[config.mk]
export PLATFORM = sky130hd
export DESIGN_NAME = nib_alu
export DESIGN_NICKNAME = d
export VERILOG_FILES = /design/src/rtl/nib_alu_pkg.sv /design/src/rtl/nib_rst_sync.sv /design/src/rtl/nib_alu_core.sv /design/src/rtl/nib_zero_tree.sv /design/src/rtl/nib_flag_reg.sv /design/src/rtl/nib_alu.sv
export SDC_FILE = /design/constraint.sdc
export NUM_CORES = 1
export LEC_CHECK = 0
export BUFFER_PORTS_ARGS = -buffer_cell sky130_fd_sc_hd__buf_4
export CAP_MARGIN = 20
export CORE_AREA = 2 2 44 46
export DETAILED_ROUTE_END_ITERATION = 16
export DIE_AREA = 0 0 46 48
export PLACE_DENSITY = 0.61
export SYNTH_ARGS = -nofsm -noshare
export SYNTH_HDL_FRONTEND = slang
export SYNTH_SLANG_ARGS = --single-unit
[constraint.sdc]
create_clock -name clk -period 1.8 [get_ports clk]
set_input_delay 0.09 -clock clk [delete_from_list [all_inputs] [get_ports clk]]
set_output_delay 0.09 -clock clk [all_outputs]
set_load 0.1 [all_outputs]
[src/rtl/nib_alu_pkg.sv]
package nib_alu_pkg;
  typedef enum logic [1:0] {
    FN_ADD  = 2'b00,
    FN_NOR  = 2'b01,
    FN_CMP  = 2'b10,
    FN_PASS = 2'b11
  } alu_fn_e;
endpackage

[src/rtl/nib_rst_sync.sv]
module nib_rst_sync #(
  parameter int STAGES = 2
) (
  input  logic clk,
  input  logic arst_n,
  output logic srst_n
);
  logic [STAGES-1:0] pipe_q;
  logic [STAGES-1:0] pipe_d;

  always_comb begin
    pipe_d = {pipe_q[STAGES-2:0], 1'b1};
  end

  always_ff @(posedge clk or negedge arst_n) begin
    if (!arst_n) pipe_q <= '0;
    else         pipe_q <= pipe_d;
  end

  assign srst_n = pipe_q[STAGES-1];
endmodule

[src/rtl/nib_alu_core.sv]
module nib_alu_core
  import nib_alu_pkg::*;
#(
  parameter int W = 4
) (
  input  logic [W-1:0] a,
  input  logic [W-1:0] b,
  input  logic         cin,
  input  alu_fn_e      fn,
  output logic [W-1:0] res,
  output logic         co,
  output logic         wr,
  output logic         cy_upd
);
  logic [W:0] sum;

  always_comb begin
    sum    = '0;
    res    = '0;
    co     = 1'b0;
    wr     = 1'b1;
    cy_upd = 1'b0;
    case (fn)
      FN_ADD: begin
        sum    = {1'b0, a} + {1'b0, b} + {{W{1'b0}}, cin};
        res    = sum[W-1:0];
        co     = sum[W];
        cy_upd = 1'b1;
      end
      FN_NOR: begin
        res = ~(a | b);
      end
      FN_CMP: begin
        sum    = {1'b0, a} + {1'b0, ~b} + {{W{1'b0}}, 1'b1};
        res    = sum[W-1:0];
        co     = sum[W];
        wr     = 1'b0;
        cy_upd = 1'b1;
      end
      default: begin
        res = b;
      end
    endcase
  end
endmodule

[src/rtl/nib_zero_tree.sv]
module nib_zero_tree #(
  parameter int W = 4
) (
  input  logic [W-1:0] val,
  output logic         is_zero
);
  localparam int LVLS = (W > 1) ? $clog2(W) : 0;
  localparam int P    = 1 << LVLS;
  localparam int N    = 2 * P - 1;

  logic [N-1:0] node;

  for (genvar i = 0; i < P; i++) begin : g_leaf
    if (i < W) begin : g_bit
      assign node[P-1+i] = val[i];
    end else begin : g_pad
      assign node[P-1+i] = 1'b0;
    end
  end

  for (genvar k = 0; k < P - 1; k++) begin : g_or
    assign node[k] = node[2*k+1] | node[2*k+2];
  end

  assign is_zero = ~node[0];
endmodule

[src/rtl/nib_flag_reg.sv]
module nib_flag_reg (
  input  logic clk,
  input  logic srst_n,
  input  logic ld,
  input  logic cy_upd,
  input  logic z_in,
  input  logic c_in,
  output logic z_q,
  output logic c_q
);
  logic z_d;
  logic c_d;

  always_comb begin
    z_d = z_q;
    c_d = c_q;
    if (ld) begin
      z_d = z_in;
      if (cy_upd) c_d = c_in;
    end
  end

  always_ff @(posedge clk or negedge srst_n) begin
    if (!srst_n) begin
      z_q <= 1'b0;
      c_q <= 1'b0;
    end else begin
      z_q <= z_d;
      c_q <= c_d;
    end
  end
endmodule

[src/rtl/nib_alu.sv]
module nib_alu
  import nib_alu_pkg::*;
#(
  parameter int W          = 4,
  parameter int RST_STAGES = 2
) (
  input  logic         clk,
  input  logic         rst_n,
  input  logic [W-1:0] a,
  input  logic [W-1:0] b,
  input  logic         carry_in,
  input  logic [1:0]   func,
  input  logic         flag_ld,
  output logic [W-1:0] result,
  output logic         carry_out,
  output logic         zero_out,
  output logic         acc_wr,
  output logic         zero_flag,
  output logic         carry_flag
);
  alu_fn_e fn;
  logic    srst_n;
  logic    cy_upd;

  assign fn = alu_fn_e'(func);

  nib_rst_sync #(.STAGES(RST_STAGES)) u_sync (
    .clk    (clk),
    .arst_n (rst_n),
    .srst_n (srst_n)
  );

  nib_alu_core #(.W(W)) u_core (
    .a      (a),
    .b      (b),
    .cin    (carry_in),
    .fn     (fn),
    .res    (result),
    .co     (carry_out),
    .wr     (acc_wr),
    .cy_upd (cy_upd)
  );

  nib_zero_tree #(.W(W)) u_zero (
    .val     (result),
    .is_zero (zero_out)
  );

  nib_flag_reg u_flags (
    .clk    (clk),
    .srst_n (srst_n),
    .ld     (flag_ld),
    .cy_upd (cy_upd),
    .z_in   (zero_out),
    .c_in   (carry_out),
    .z_q    (zero_flag),
    .c_q    (carry_flag)
  );
endmodule

=== Word-level counts from Yosys, hierarchy flattened ===
Cells that the tools add are included.
Widths: inputs -> output; s select.

* Register bits after elaboration: 4
* Input port bits: 14
* Output and inout bits: 9
* Logic and storage cells: 23

* Add/subtract/negate cells: 4
* Equal/unequal tests: 2
* Multiplexer cells: 4
* Bitwise logic cells: 7
* Reductions and logical operators: 3

{| class="wikitable"
|+ Operators with widths
! operator !! number
|-
| $pmux 4 s3 || 1
|-
| $add 4x4->5 || 2
|-
| $not 4->4 || 2
|-
| $add 5x1->5 || 1
|-
| $add 5x1->5 const B || 1
|-
| $or 4x4->4 || 1
|-
| $or 1x1->1 || 3
|-
| $eq 2x1->1 const B || 1
|-
| $eq 2x2->1 const B || 1
|-
| $logic_not 2->1 || 1
|-
| $mux 1 || 2
|-
| $pmux 1 s2 || 1
|-
| $reduce_and 2->1 || 1
|-
| $reduce_or 2->1 || 1
|-
| $not 1->1 || 1
|}

=== Depth between registers and ports, before layout ===
* Depth after elaboration: 7
* Mapped depth: 9
* Gate-level depth less buffers: 9

=== Hierarchy ===
From an unflattened synthesis, not the netlist that was laid out.

* Cell total of the unflattened synthesis: 64
* Area, all modules: 615.6 µm²

{| class="wikitable"
|+ By module, submodules not included
! module !! times used !! cells an instance !! area an instance (µm²) !! seq. area each (µm²)
|-
| nib_alu_core || 1 || 55 || 469.2 || 0.0
|-
| nib_flag_reg || 1 || 5 || 80.1 || 50.0
|-
| nib_rst_sync || 1 || 3 || 53.8 || 50.0
|-
| nib_zero_tree || 1 || 1 || 12.5 || 0.0
|}

=== Worst setup path before layout ===
OpenSTA, ideal clock, no wires.

* Kind: input -> register
* Start: in a[0]
* End: reg u_flags.c_q
* Library setup time: 0.081 ns
* Arrival: 3.522 ns
* Data required time: 1.719 ns
* Slack: -1.803 ns
* Cell stages on the path: 9
* Path buffers: 0
* Cells stage by stage: inv_1 > ha_1 > inv_1 > fa_1 > nand2b_1 > a21oi_1 > nor2_1 > a211oi_1 > mux2_2

* Cells in the longest elaborated chain, start to end: 3
* Elaborated cells on any way between the ends: 5
* Classes of those cells: add/sub (4); mux (1)

{| class="wikitable"
|+ Ends and longest elaborated chain
! element !! line !! source
|-
| start: declaration || nib_alu.sv:9 || <nowiki>input logic [W-1:0] a,</nowiki>
|-
| $add 4x4->5 (on tied branches) || nib_alu_core.sv:34, nib_alu_core.sv:25 ||
|-
| $add 5x1->5 (on tied branches) || nib_alu_core.sv:34, nib_alu_core.sv:25 ||
|-
| $pmux 1 s2 * || nib_alu_core.sv:23 || <nowiki>case (fn)</nowiki>
|-
| net carry_out || nib_alu.sv:15 || <nowiki>output logic carry_out,</nowiki>
|-
| end signal: assignment || nib_flag_reg.sv:26 || <nowiki>c_q <= 1'b0;</nowiki>
|-
| end signal: assignment || nib_flag_reg.sv:29 || <nowiki>c_q <= c_d;</nowiki>
|-
| end: declaration || nib_flag_reg.sv:9 || <nowiki>output logic c_q</nowiki>
|}

Mark *: on every way through the listed nets, which the timed path passes. The rest lies on a longest branch.
A chain may end at the register's enable or synchronous reset.

=== Worst setup path after layout ===
* Start: in a[0]
* End: out zero_out

* Cells in the longest elaborated chain, start to end: 6
* Elaborated cells on any way between the ends: 11
* Classes of those cells: add/sub (4); mux (1); bitwise (6)

{| class="wikitable"
|+ Ends and longest elaborated chain
! element !! line !! source
|-
| $add 4x4->5 (tied with other cells) || nib_alu_core.sv:34 || <nowiki>sum = {1'b0, a} + {1'b0, ~b} + {{W{1'b0}}, 1'b1};</nowiki>
|-
| $add 5x1->5 (tied with other cells) || nib_alu_core.sv:34 ||
|-
| $pmux 4 s3 * || nib_alu_core.sv:23 ||
|-
| $or 1x1->1 || nib_zero_tree.sv:22 || <nowiki>assign node[k] = node[2*k+1] | node[2*k+2];</nowiki>
|-
| $or 1x1->1 * || nib_zero_tree.sv:22 ||
|-
| $not 1->1 * || nib_zero_tree.sv:25 || <nowiki>assign is_zero = ~node[0];</nowiki>
|-
| end: declaration || nib_alu.sv:16 || <nowiki>output logic zero_out,</nowiki>
|}

Mark *: on every way between the ends. The rest lies on a longest branch, timed or not.

==> results.py <==
metrics = {
    "run_status": {
        "status": "complete, but fails checks",
        "violations": "setup timing",
    },
    "critical_path": {
        "cp.depth": 8,
        "path_buf_inv": 2,
        "worstSetupStartpointType": "primary input",
        "crit_type": "primary input to primary output",
        "path_max_fanout": 2,
        "crit_path_max_incr_delay_ns": 0.48,
        "path_delay_family": "adder cells",
        "cpMaxStageDelayCell": "mux4_2",
        "cp.required_ns": 1.71,
        "r2r_slack_ns": 1.06,
        "cp-end-kind": "primary output",
        "path_common_cell": "fa_2",
        "crit_chain": "buf_8 > fa_2 > fa_2 > mux4_2 > nor2_2 > o211ai_1 > nor2_4 > buf_12",
        "cp.arrival_ns": 2.06,
        "reg2regPathDepth": 1,
    },
    "sta": {
        "final-setup-viol-count": 5,
        "drv_slew": 0,
        "finalClockSkew_ns": 0.00256,
        "final.setup.worst_slack_ns": -0.353,
        "rsz0062_at_grt": "true",
        "hold_ws_ns": 0.0220,
        "fin_crit_ns": 2.15,
        "max_freq_ghz": 0.464,
        "finalCritPeriodShare_pct": 120,
        "finalHoldViolations": 0,
    },
    "flow_run": {
        "cap_violations": 0,
    },
    "cells_and_area": {
        "fin_cells": 120,
        "drive_gt1_share_pct": 51.5,
        "finalNetCount": 133,
        "num-fill-cells": 154,
        "syn2layout_area_growth_pct": 63.6,
        "diodes": 0,
    },
    "cts": {
        "clock_latency_ns": 0.23,
        "clk_pin_slew_worst_paths_ns": 0.04,
        "ctsHtreeMaxLevel": 1,
        "cts_buffer_depth": 2,
        "cts-root-buf": "clkbuf_4",
        "cts_sinks": 4,
        "cts_tree": "built",
        "cts_buffers": 3,
    },
    "route": {
        "drtIter0Drc": 2,
        "wl_mm": 1.53,
        "vias_per_cell": 4.86,
        "num_vias": 583,
        "detail_route.wl_per_cell_um": 12.8,
        "ant_nets": 0,
        "route.detailed.drc": 0,
        "first_pass_iters": 3,
    },
    "grt": {
        "grt_use_total_pct": 15.3,
        "grt_pass1_wl_mm": 2.41,
        "gr-total-overflow": 0,
        "grt_pass1_vias": 573,
        "antenna_found_initial": 0,
        "grt_max_degree": 13,
    },
    "place": {
        "placed_cells": 116,
        "dp_hpwl_mm": 1.18,
        "port_buffers": 22,
        "place_congestion": 0.758,
    },
    "floorplan": {
        "rows": 15,
        "initial_core_util_pct": 36.8,
        "ios": 23,
        "fp.dieArea_mm2": 0.00221,
        "die_w_um": 46,
        "dieHeight_um": 48,
        "core-area_mm2": 0.00169,
    },
    "synth": {
        "synth_top_cell_area_share_pct": 22.1,
        "synthesis.instances": 67,
        "synth_fp_nets": 95,
        "synth.avg_cell_area_um2": 9.28,
        "synthArstFlopShare_pct": 100,
        "synth_commonest_cells": "inv_1 (13), ha_1 (11), nand2_1 (6), nor2_1 (5), dfrtp_1 (4)",
        "synthFlopType": "dfrtp_1",
        "synth_most_common_cell": "inv_1",
        "synth_top_area_cell": "ha_1",
        "yosys_register_bits": 4,
        "yosys_warnings": 0,
        "synth_cell_types": 25,
        "synth_edf_count": 0,
        "ys_seq_area_share_pct": 16.1,
        "syn_area_um2": 622,
        "synth_area_leaders": "ha_1 (22%), dfrtp_1 (16%), fa_1 (9.7%), inv_1 (7.8%), mux4_2 (7.2%)",
    },
    "pwr": {
        "powerDensity_mw_per_mm2": 701,
        "power.leakage_nw": 0.514,
        "ir_drop_mv": 0.412,
    },
    "min_path": {
        "worstHoldPathType": "flop to async pin",
    },
}
## layout by cell type (no fill, tap or decap), types with 2 or more instances in the layout
master    instances
buf_4            27
inv_1            12
ha_1             11
nand2_1           6
buf_12            4
dfrtp_1           4
mux2_2            3
nor2_1            3
fa_2              3
clkbuf_4          3
mux4_2            2
a21oi_1           2
a211oi_2          2
buf_6             2
## final timing paths
| path | from | endpoint |
|---|---|---|
| min in group clk | flag_ld | u_flags.z_q |
| max in group asynchronous | rst_n | u_sync.pipe_q[0] |
| worst max-delay path | a[0] | zero_out |
| worst min register to register | u_sync.pipe_q[1] | u_flags.c_q |
| worst min-delay path | u_sync.pipe_q[1] | u_flags.c_q |
| worst max register to register | u_flags.c_q | u_flags.c_q |
## per-stage QoR
stage          setup slack [ns]  TNS, ns  instance area (um^2)  power [mW]  util [%]
6_report                 -0.353   -0.624                  1020       0.714      60.2
5_1_grt                  -0.429   -0.948                  1020       0.752      60.2
4_1_cts                  -0.347   -0.637                  1000       0.713      59.3
3_5_place_dp             -0.519    -1.57                   907       0.552      53.7
3_3_place_gp             -0.489    -1.40                   907       0.544      53.7
2_1_floorplan            -0.786    -2.75                   649       0.419         -
## routing by layer
| metal | track usage [%] | wire length, um |
|---|---|---|
| met1 | 17.0 | 626 |
| met2 | 30.3 | 866 |
| met3 | 4.53 | 42 |
| met4 | 0 | 0 |
| met5 | 0 | 0 |
## cells by family after synthesis
logic type               after synthesis  share of synthesized area [%]
AO/OA/AOI/OAI                         10                           12.5
XOR/XNOR                               1                           1.41
adder cells (fa/ha/maj)               14                           31.8
buffers and inverters                 15                           10.9
flip-flops                             4                           16.1
multiplexers                           6                           14.3
other                                  1                          0.603
AND/OR/NAND/NOR                       16                           12.5
## flip-flops by register name, indices dropped and copies added, names as in the netlist
signal         count
u_sync.pipe_q      2
u_flags.c_q        1
u_flags.z_q        1
## timing repair
action / 4_1_cts / 5_1_grt
gates resized for setup: 17 / 4
hold buffers: 1 / 0
gates cloned: 0 / 0
setup endpoints to repair: 6 / 6
pin swaps: 3 / 1
buffers inserted: 0 / 1
hold endpoints to repair: 2 / 0
## final cells by class
cell class / instances / area [um^2] / share of cell area, %
multi-input combinational: 48 / 494 / 48.6
clock buffer: 3 / 22.5 / 2.21
inverter: 13 / 48.8 / 4.80
sequential: 4 / 100 / 9.84
timing repair buffer: 35 / 330 / 32.5
tap: 17 / 21.3 / 2.09
## where the power goes
group	total (mW)	internal [mW]	switching, mW
combinational	0.500	0.189	0.312
clock	0.110	0.0745	0.0353
sequential	0.103	0.0991	0.00431
total	0.714	0.362	0.351
Note: power is estimated with default switching activity, not from simulation.
